<file path="config.mk">
export PLATFORM = sky130hd
export DESIGN_NAME = nand_uprog_xlate
export DESIGN_NICKNAME = d
export VERILOG_FILES = /design/src/rtl/nand_uprog_xlate.sv
export SDC_FILE = /design/constraint.sdc
export NUM_CORES = 1
export LEC_CHECK = 0
export BUFFER_PORTS_ARGS = -buffer_cell sky130_fd_sc_hd__buf_2
export CAP_MARGIN = 20
export CORE_UTILIZATION = 25
export DETAILED_ROUTE_END_ITERATION = 7
export SKIP_CTS_REPAIR_TIMING = 1
export SYNTH_ARGS = -nofsm -noshare
export SYNTH_HDL_FRONTEND = slang
export SYNTH_SLANG_ARGS = --single-unit
</file>
<file path="constraint.sdc">
create_clock -name clk -period 5.3 [get_ports clk]
set_clock_uncertainty 0.1 [all_clocks]
set_input_delay 1.06 -clock clk [delete_from_list [all_inputs] [get_ports clk]]
set_output_delay 1.06 -clock clk [all_outputs]
set_load 0.02 [all_outputs]
</file>
<file path="src/rtl/nand_uprog_xlate.sv">
module nand_uprog_xlate #(
  parameter int LP_BYTES = 2112,
  parameter int SP_BYTES = 528,
  parameter logic [7:0] C_READ   = 8'h00,
  parameter logic [7:0] C_HALF_B = 8'h01,
  parameter logic [7:0] C_SPARE  = 8'h50,
  parameter logic [7:0] C_ID     = 8'h90,
  parameter logic [7:0] C_STAT   = 8'h70,
  parameter logic [7:0] C_ERASE  = 8'h60,
  parameter logic [7:0] C_PROG   = 8'h80,
  parameter logic [7:0] C_PGO    = 8'h10
) (
  input  logic        clk,
  input  logic        rst_n,
  input  logic        cfg_large,
  input  logic [2:0]  cfg_row_cycles,
  input  logic        req_valid,
  input  logic [2:0]  req_kind,
  input  logic [7:0]  req_data,
  input  logic [7:0]  mdr_in,
  output logic        seq_start,
  output logic [31:0] seq_instr,
  output logic [31:0] seq_cmd,
  output logic [11:0] seq_bcount,
  output logic [31:0] seq_block,
  output logic [31:0] seq_page,
  output logic [7:0]  seq_mdr,
  output logic        buf_strobe,
  output logic        buf_write,
  output logic [12:0] buf_addr,
  output logic [7:0]  buf_wdata,
  output logic        stat_valid,
  output logic [7:0]  stat_byte,
  output logic        err_range,
  output logic        err_proto
);
  localparam logic [2:0] K_CMD = 3'd0, K_ADR = 3'd1, K_GO = 3'd2, K_RD = 3'd3, K_WR = 3'd4;
  localparam logic [1:0] A_NONE = 2'd0, A_ID = 2'd1, A_ROW = 2'd2, A_RC = 2'd3;
  localparam logic [3:0] OP_CA = 4'h1, OP_PA = 4'h2, OP_UA = 4'h3, OP_WB = 4'h8,
                         OP_RS = 4'hB, OP_CW0 = 4'hC, OP_RBW = 4'hE;
  localparam logic [11:0] LP_SZ = 12'(LP_BYTES);
  localparam logic [11:0] SP_SZ = 12'(SP_BYTES);

  function automatic logic [31:0] put_op(logic [31:0] v, int s, logic [3:0] op);
    logic [31:0] r;
    r = v;
    if (s >= 0 && s < 8) r[(7 - s) * 4 +: 4] = op;
    return r;
  endfunction

  function automatic logic [31:0] put_cmd(logic [31:0] v, int s, logic [7:0] c);
    logic [31:0] r;
    r = v;
    if (s >= 0 && s < 4) r[(3 - s) * 8 +: 8] = c;
    return r;
  endfunction

  logic [31:0] instr_q, instr_d, cmd_q, cmd_d, row_q, row_d, blk_q, blk_d, page_q, page_d;
  logic [15:0] col_q, col_d;
  logic [2:0]  cmdnr_q, cmdnr_d, abytes_q, abytes_d;
  logic [3:0]  opnr_q, opnr_d, dop_q, dop_d;
  logic [9:0]  pgofs_q, pgofs_d;
  logic [1:0]  atype_q, atype_d;
  logic [11:0] bcnt_q, bcnt_d, rptr_q, rptr_d;
  logic [7:0]  mdr_q, mdr_d;
  logic        stat_q, stat_d;
  logic [12:0] base_q, base_d;

  logic        o_start, o_strobe, o_write, o_sv, o_er, o_ep;
  logic [31:0] o_instr, o_cmd, o_blk, o_page;
  logic [11:0] o_bcnt;
  logic [7:0]  o_mdr, o_wdata, o_sbyte;
  logic [12:0] o_addr;

  logic [31:0] ins, rown, pg;
  logic [15:0] coln, colsum;
  logic [2:0]  cc, rofs;
  logic [3:0]  need;
  logic [11:0] pgsz;
  int          on;

  assign pgsz = cfg_large ? LP_SZ : SP_SZ;
  assign cc   = cfg_large ? 3'd2 : 3'd1;
  assign rofs = abytes_q - cc;

  always_comb begin
    instr_d = instr_q; cmd_d = cmd_q; cmdnr_d = cmdnr_q; opnr_d = opnr_q;
    pgofs_d = pgofs_q; atype_d = atype_q; abytes_d = abytes_q; row_d = row_q;
    col_d = col_q; dop_d = dop_q; bcnt_d = bcnt_q; blk_d = blk_q; page_d = page_q;
    mdr_d = mdr_q; stat_d = stat_q; base_d = base_q; rptr_d = rptr_q;
    o_start = 1'b0; o_strobe = 1'b0; o_sv = 1'b0; o_er = 1'b0; o_ep = 1'b0;
    o_write = buf_write; o_addr = buf_addr; o_wdata = buf_wdata; o_sbyte = stat_byte;
    o_instr = seq_instr; o_cmd = seq_cmd; o_bcnt = seq_bcount; o_blk = seq_block;
    o_page = seq_page; o_mdr = seq_mdr;
    ins = instr_q; on = int'(opnr_q); rown = row_q; coln = col_q;
    colsum = '0; pg = '0; need = '0;
    if (req_valid) begin
      case (req_kind)
        K_CMD: begin
          if (req_data == C_PGO) begin
            ins = put_op(ins, on, OP_WB);
            on = on + 1;
          end
          cmd_d = put_cmd(cmd_q, int'(cmdnr_q), req_data);
          ins = put_op(ins, on, (cmdnr_q == 3'd0) ? OP_CW0 : ({1'b0, cmdnr_q} + 4'd4));
          on = on + 1;
          cmdnr_d = (cmdnr_q == 3'd7) ? cmdnr_q : cmdnr_q + 3'd1;
          instr_d = ins;
          opnr_d = 4'(on);
          if (req_data == C_ID) begin
            dop_d = OP_RBW; atype_d = A_ID;
          end else if (req_data == C_SPARE) begin
            dop_d = OP_RBW; atype_d = A_RC; pgofs_d = pgofs_q + 10'd512;
          end else if (req_data == C_HALF_B) begin
            dop_d = OP_RBW; atype_d = A_RC; pgofs_d = pgofs_q + 10'd256;
          end else if (req_data == C_READ) begin
            dop_d = OP_RBW; atype_d = A_RC;
          end else if (req_data == C_STAT) begin
            dop_d = OP_RS; stat_d = 1'b1;
          end else if (req_data == C_ERASE) begin
            atype_d = A_ROW;
          end else if (req_data == C_PROG) begin
            atype_d = A_RC;
          end
        end
        K_ADR: begin
          if (atype_q == A_NONE) begin
            o_ep = 1'b1;
          end else if (atype_q == A_ID) begin
            instr_d = put_op(instr_q, on, OP_UA);
            opnr_d = opnr_q + 4'd1;
            bcnt_d = 12'd5; blk_d = '0; page_d = '0; mdr_d = req_data;
            base_d = '0; rptr_d = '0;
          end else begin
            if (atype_q == A_ROW) begin
              rown = row_q | (32'(req_data) << {abytes_q[1:0], 3'b000});
              need = {1'b0, cfg_row_cycles};
            end else begin
              if (abytes_q < cc) coln = col_q | (16'(req_data) << {abytes_q[0], 3'b000});
              else rown = row_q | (32'(req_data) << {rofs[1:0], 3'b000});
              need = {1'b0, cfg_row_cycles} + {1'b0, cc};
            end
            row_d = rown; col_d = coln;
            abytes_d = (abytes_q == 3'd7) ? abytes_q : abytes_q + 3'd1;
            if (({1'b0, abytes_q} + 4'd1) >= need) begin
              rptr_d = '0;
              bcnt_d = '0;
              if (atype_q == A_RC) begin
                ins = put_op(ins, on, OP_CA);
                on = on + 1;
                colsum = coln + {6'b0, pgofs_q};
                pgofs_d = '0;
                pg = {16'b0, colsum};
                if (colsum != 16'd0) begin
                  bcnt_d = pgsz - colsum[11:0];
                  rptr_d = colsum[11:0];
                end
              end
              ins = put_op(ins, on, OP_PA);
              on = on + 1;
              if (cfg_large) begin
                blk_d = rown >> 6;
                pg = pg | ((rown << 12) & 32'h0003_F000);
                base_d = {rown[0], 12'b0};
              end else begin
                blk_d = rown >> 5;
                pg = pg | ((rown << 10) & 32'h0000_7C00);
                base_d = {rown[2:0], 10'b0};
              end
              page_d = pg;
              instr_d = ins;
              opnr_d = 4'(on);
            end
          end
        end
        K_GO: begin
          if (dop_q != 4'd0) ins = put_op(ins, on, dop_q);
          o_start = 1'b1; o_instr = ins; o_cmd = cmd_q; o_bcnt = bcnt_q;
          o_blk = blk_q; o_page = page_q; o_mdr = mdr_q;
          instr_d = '0; cmd_d = '0; cmdnr_d = '0; opnr_d = '0; pgofs_d = '0;
          atype_d = A_NONE; abytes_d = '0; row_d = '0; col_d = '0; dop_d = '0;
          bcnt_d = '0; blk_d = '0; page_d = '0; mdr_d = '0;
        end
        K_RD: begin
          if (stat_q) begin
            o_sv = 1'b1; o_sbyte = mdr_in; stat_d = 1'b0;
          end else if (rptr_q >= pgsz) begin
            o_er = 1'b1;
          end else begin
            o_strobe = 1'b1; o_write = 1'b0;
            o_addr = base_q + {1'b0, rptr_q};
            rptr_d = rptr_q + 12'd1;
          end
        end
        K_WR: begin
          if (rptr_q >= pgsz) begin
            o_er = 1'b1;
          end else begin
            o_strobe = 1'b1; o_write = 1'b1; o_wdata = req_data;
            o_addr = base_q + {1'b0, rptr_q};
            rptr_d = rptr_q + 12'd1;
          end
        end
        default: ;
      endcase
    end
  end

  always_ff @(posedge clk or negedge rst_n) begin
    if (!rst_n) begin
      instr_q <= '0; cmd_q <= '0; cmdnr_q <= '0; opnr_q <= '0; pgofs_q <= '0;
      atype_q <= A_NONE; abytes_q <= '0; row_q <= '0; col_q <= '0; dop_q <= '0;
      bcnt_q <= '0; blk_q <= '0; page_q <= '0; mdr_q <= '0; stat_q <= 1'b0;
      base_q <= '0; rptr_q <= '0;
      seq_start <= 1'b0; seq_instr <= '0; seq_cmd <= '0; seq_bcount <= '0;
      seq_block <= '0; seq_page <= '0; seq_mdr <= '0;
      buf_strobe <= 1'b0; buf_write <= 1'b0; buf_addr <= '0; buf_wdata <= '0;
      stat_valid <= 1'b0; stat_byte <= '0; err_range <= 1'b0; err_proto <= 1'b0;
    end else begin
      instr_q <= instr_d; cmd_q <= cmd_d; cmdnr_q <= cmdnr_d; opnr_q <= opnr_d;
      pgofs_q <= pgofs_d; atype_q <= atype_d; abytes_q <= abytes_d; row_q <= row_d;
      col_q <= col_d; dop_q <= dop_d; bcnt_q <= bcnt_d; blk_q <= blk_d;
      page_q <= page_d; mdr_q <= mdr_d; stat_q <= stat_d; base_q <= base_d;
      rptr_q <= rptr_d;
      seq_start <= o_start; seq_instr <= o_instr; seq_cmd <= o_cmd;
      seq_bcount <= o_bcnt; seq_block <= o_blk; seq_page <= o_page; seq_mdr <= o_mdr;
      buf_strobe <= o_strobe; buf_write <= o_write; buf_addr <= o_addr;
      buf_wdata <= o_wdata; stat_valid <= o_sv; stat_byte <= o_sbyte;
      err_range <= o_er; err_proto <= o_ep;
    end
  end
endmodule

</file>
# [Word level (Yosys, flattened, before mapping)]
# Cells that the tools add are included.
[totals] ff_bits=431 word_cells=319 output_inout_bits=183
[op_classes] muxes=161 n_eq_ne=38 shift=14 add_sub_neg=24 order_cmp=9 n_reduce_logical=34 bitwise_logic=7
[ops] op="2-to-1 mux 32 bit" n=47
[ops] op="case mux 32 bit (2 select lines)" n=4
[ops] op="bitwise mux 32 bit" n=7
[ops] op="2-to-1 mux 12 bit" n=13
[ops] op="2-to-1 mux 16 bit" n=9
[ops] op="variable part select 4 x 33 -> 32 bit, first input constant" n=4
[ops] op="variable shift 4 x 33 -> 32 bit, first input constant" n=3
[ops] op="case mux 32 bit (3 select lines)" n=1
[ops] op="2-to-1 mux 10 bit" n=7
[ops] op="negator 32 -> 33 bit" n=2
[ops] op="negator 7 -> 33 bit" n=2
[ops] op="variable part select 4 x 33 -> 32 bit" n=2
[ops] op="2-to-1 mux 13 bit" n=5
[ops] op="greater-or-equal comparator 32 x 1 -> 1 bit, second input constant" n=2
[ops] op="< comparator 32 x 5 -> 1 bit, second input constant" n=2
[ops] op="bitwise OR 32 bit" n=2
[ops] op="left shift 8 x 5 -> 32 bit" n=2
[ops] op="subtractor 4 x 30 -> 30 bit, first input constant" n=2
[ops] op="2-to-1 mux 4 bit" n=14
[ops] op="case mux 12 bit (3 select lines)" n=1
[ops] op="variable shift 8 x 33 -> 32 bit, first input constant" n=1
[ops] op="variable part select 8 x 33 -> 32 bit" n=1
[ops] op="!= test 2 bit, second input constant" n=16
[ops] op="bitwise OR 32 x 15 -> 32 bit" n=1
[ops] op="67 further kinds" n=137

# [Longest topological paths before layout]
[depth] word_depth=22 mapped_depth=22

# [Worst setup path after synthesis]
# No wires, ideal clock.
[synth_timing] kind="input port to flip-flop" start="input port req_data[0]" end="register instr_q[28]" t_arrival_ps=5516 n_path_buf=4 t_required_ps=5078 stages=18 slack_ps=-437 cell_sequence="buf_2 > or4b_4 > nor2_8 > xnor2_2 > inv_1 > buf_2 > ha_1 > clkbuf_1 > o211ai_1 > ha_1 > or4b_2 > nor3_1 > o2111a_1 > nand3_1 > buf_4 > or4_4 > a31o_1 > a32o_1"
[synth_between] elab_chain_len=10 word_cells_on_any_way=17 classes_between="2 x add/sub; 2 x order compare; 1 x eq/ne; 2 x shift; 9 x mux; 1 x reduce/logical"
[synth_rtl] item="start: declaration" line="19" text="input logic [7:0] req_data,"
[synth_rtl] item="== test 8 x 5 -> 1 bit *" line="100" text="if (req_data == C_PGO) begin"
[synth_rtl] item="2-to-1 mux 5 bit" line="100"
[synth_rtl] item="2-to-1 mux 32 bit" line="98" text="case (req_kind)"
[synth_rtl] item="2-to-1 mux 32 bit" line="97" text="if (req_valid) begin"
[synth_rtl] item="subtractor 4 x 30 -> 30 bit" line="47" text="if (s >= 0 && s < 8) r[(7 - s) * 4 +: 4] = op;"
[synth_rtl] item="negator 32 -> 33 bit" line="47"
[synth_rtl] item="variable part select 4 x 33 -> 32 bit / variable shift 4 x 33 -> 32 bit (equally long branches)" line="47"
[synth_rtl] item="bitwise mux 32 bit" line="47"
[synth_rtl] item="2-to-1 mux 32 bit *" line="47"
[synth_rtl] item="case mux 32 bit (3 select lines) *" line="98"
[synth_rtl] item="end signal: assignment" line="220" text="instr_q <= instr_d; cmd_q <= cmd_d; cmdnr_q <= cmdnr_d; opnr_q <= opnr_d;"
[synth_rtl] item="end: declaration" line="58" text="logic [31:0] instr_q, instr_d, cmd_q, cmd_d, row_q, row_d, blk_q, blk_d, page_q, page_d;"
# Every way passes the cells marked *; elsewhere a longest branch is shown, timed or not. The select of a mux whose other input is x is not followed.
# A chain may end at the register's enable or synchronous reset.

# [Worst setup path after layout]
[layout_timing] start="input port req_data[0]" end="register instr_q[4]"
# The elaborated chain is that of the path after synthesis.

==> results.tsv <==
stage	metric	value	unit
clock_network	Bufs on Longest Clock Path	3	
setup_path	crit path launch type	input pin	
setup_path	Worst Path Max Fanout	13	
yosys	Synth Area in Adders	0.0349	
status	status	finished clean	
yosys	Ys Warns	0	
routing	Detail Route Antenna Nets	0	
yosys	Yosys top cell by area	dfrtp_1	
place	DP HPWL	46500	microns
final_layout	final std cells w/o fill	3511	
clock_network	Sink Count	374	
routing	Vias/cell	5.01	
yosys	Post-Syn Area	0.0198	sq mm
floorplan	Die ar.	0.0804	sq mm
final_layout	register area	0.00936	sq mm
yosys	Synth top cells by count	nand2_1, dfrtp_1, o21ai_0	
final_layout	design area	0.0238	sq mm
global_routing	pin count of the biggest net entering global routing	108	
power_and_ir_drop	Pwr Density	514	mW/mm^2
yosys	synth top area cells	dfrtp_1, nand2_1, o21ai_0	
floorplan	row cnt	102	
job	Max Cap Viol	0	
yosys	largest family of logic cells by synthesized area	simple AND/OR/NAND/NOR gates	
yosys	register area share after synthesis	0.472	
min_path	min-delay src	cmd_q[13]	
routing	1st-iter DRT viols	1645	
min_path	hold path cells	2	
place	Port Buf Inserts	189	
timing	f_max	209	MHz
setup_path	worst r2r path cells	17	
yosys	fraction of registers with async set/reset	1.00	
clock_network	worst-skew pair later-pin latency	590	ps
global_routing	vias in the first global route	16806	
yosys	Syn Inst Count	2238	
timing	Final WS setup	523	ps
routing	via count	17600	
final_layout	area of the multi-input gates	0.00973	sq mm
power_and_ir_drop	Design Power	12200	uW
power_and_ir_drop	Leakage	0.0114	uW
floorplan	Starting Density	0.254	
setup_path	Worst R2R Setup Slack	570	ps
setup_path	worst reg2reg startpoint	opnr_q[1]	
setup_path	Setup CP Type	input pin to register	
setup_path	RR Endpoint	instr_q[4]	
min_path	Min-Delay Path Class	register to register	
floorplan	Die Ht	284	microns
yosys	area share of xor/xnor cells in the synthesized design	0.0153	
yosys	Synth top area share	0.472	
timing	Final Max Tran Viols	0	
routing	Post-route DRC	0	
final_layout	share of layout cells above drive strength 1	0.170	
timing	crit share post-route	0.901	
setup_path	WP data arrival	5190	ps
clock_network	root buf cell	clkbuf_16	
yosys	Simple-Gate Fraction of Synth Area	0.219	
place	placed cell area	0.0223	sq mm
final_layout	nets@finish	2518	
min_path	Hold EP	seq_cmd[13]	
setup_path	worst path required time	5710	ps
routing	DR WL/cell	19.0	microns
yosys	syn_area_per_cell	8.85	sq um
global_routing	total track usage	0.162	
place	pre-CTS setup slack	-155	ps
timing	Final setup viols	0	
place	placed cells	3432	
routing	routed wire length	66600	microns
power_and_ir_drop	Peak VDD IR	0.238	mV
yosys	compound-cell area share of the yosys netlist	0.186	
yosys	most frequent cell after synthesis	nand2_1	
place	gpl congestion	0.945	
routing	First-pass DRT Iterations	5	
yosys	post-synthesis mux area share	0.0270	
setup_path	CP Capture Type	register	
setup_path	launch point of the worst path	req_data[0]	
global_routing	first-pass GRT wire length	103000	microns
final_layout	filler cell count	8202	
global_routing	gr ovfl total	0	
floorplan	die width	284	microns
timing	Slew headroom	0.281	
yosys	Yosys reg bits	374	
timing	crit path time final	4780	ps
clock_network	CTS Buf Count	44	
clock_network	clk slew on worst S/H paths	60	ps
floorplan	# IOs	209	
timing	worst slew pin tran	1070	ps
yosys	Synth Flop Type	dfrtp_1	
timing	RSZ-0062 raised after global routing	no	
clock_network	CTS tree	done	
yosys	Yosys cell types	102	
final_layout	Layout area overhead	20.0	%
global_routing	antenna violations before repair	10	
timing	Hold Vio Cnt, Final	0	
yosys	Post-synth EDFFs	0	
clock_network	H-tree depth	2	
floorplan	core area	0.0780	sq mm
[per-stage QoR]
| stage | utilization | hold slack [ps] | TNS, ps |
|---|---|---|---|
| 3_3_place_gp | 0.287 | 347 | -1340 |
| 3_5_place_dp | 0.287 | 352 | -2270 |
| 2_1_floorplan | - | 338 | 0 |
| 6_report | 0.305 | 360 | 0 |
| 4_1_cts | 0.305 | 365 | 0 |
| 5_1_grt | 0.305 | 379 | 0 |
[registers in the layout (all words and copies together) (netlist names), 4 cells and up]
name        flops
cmd_q          32
opnr_q          4
page_q         18
seq_mdr         8
seq_cmd        32
seq_block      27
seq_bcount     12
bcnt_q         12
buf_wdata       8
seq_page       18
buf_addr       13
col_q          16
mdr_q           8
stat_byte       8
instr_q        32
seq_instr      32
blk_q          27
row_q          32
rptr_q         12
[final cells by class]
type	instances	share of cell area
Timing Repair Buffer	289	0.0744
Inverter	50	0.00800
Clock inverter	19	0.00937
Sequential cell	374	0.394
Antenna cell	1	0.000105
Tap cell	1040	0.0547
Clock buffer	59	0.0504
Multi-Input combinational cell	1679	0.409
[where the power goes]
| group | switching [uW] | internal, uW |
|---|---|---|
| clock network | 1290 | 1750 |
| logic | 3120 | 1790 |
| registers | 590 | 3670 |
[layer usage]
| metal | vias up | routed length, microns | track usage |
|---|---|---|---|
| li1 | 8243 | - | - |
| met1 | 8582 | 29900 | 0.227 |
| met2 | 627 | 29400 | 0.245 |
| met3 | 136 | 4970 | 0.0358 |
| met4 | 12 | 2160 | 0.0553 |
| met5 | - | 57 | 0 |
[cell families (layout without fill, tap and decap cells)]
group	Yosys count	in the layout
flops	374	374
fa+ha+maj	54	54
mux	51	51
other cells	1	21
simple gates	954	954
buf+inv	204	417
xor+xnor	33	33
compound gates	567	567
[placed cells by master, fill, tap and decap left out, types with 33 or more instances in the layout]
cell type / n
a21oi_1: 131
a22o_1: 64
buf_2: 188
buf_4: 95
clkbuf_16: 44
dfrtp_1: 374
ha_1: 51
inv_1: 45
mux2i_1: 40
nand2_1: 581
nand3_1: 54
nor2_1: 114
o21ai_0: 150
o21ai_1: 33
[worst max-delay path: stages]
cell and delay (ps):
buf_2 130, nor4b_4 400, nand2_2 110, or3_1 360
ha_1 350, o211ai_1 180, ha_1 260, or4b_2 640
nor3_2 200, o2111a_1 220, nand3_1 120, buf_4 220
or4_4 550, o21ai_1 130, o21ai_1 80, o211ai_1 160
[worst max-delay path by stage]
stage	to	slack [ps]	cells after the start
2_1_floorplan	instr_q[19]	0.4	18
3_3_place_gp	instr_q[4]	-110	16
3_5_place_dp	instr_q[4]	-150	16
4_1_cts	instr_q[4]	500	16
5_1_grt	instr_q[26]	160	17
6_report	instr_q[4]	520	16
Power figures use the tool's default switching activity.
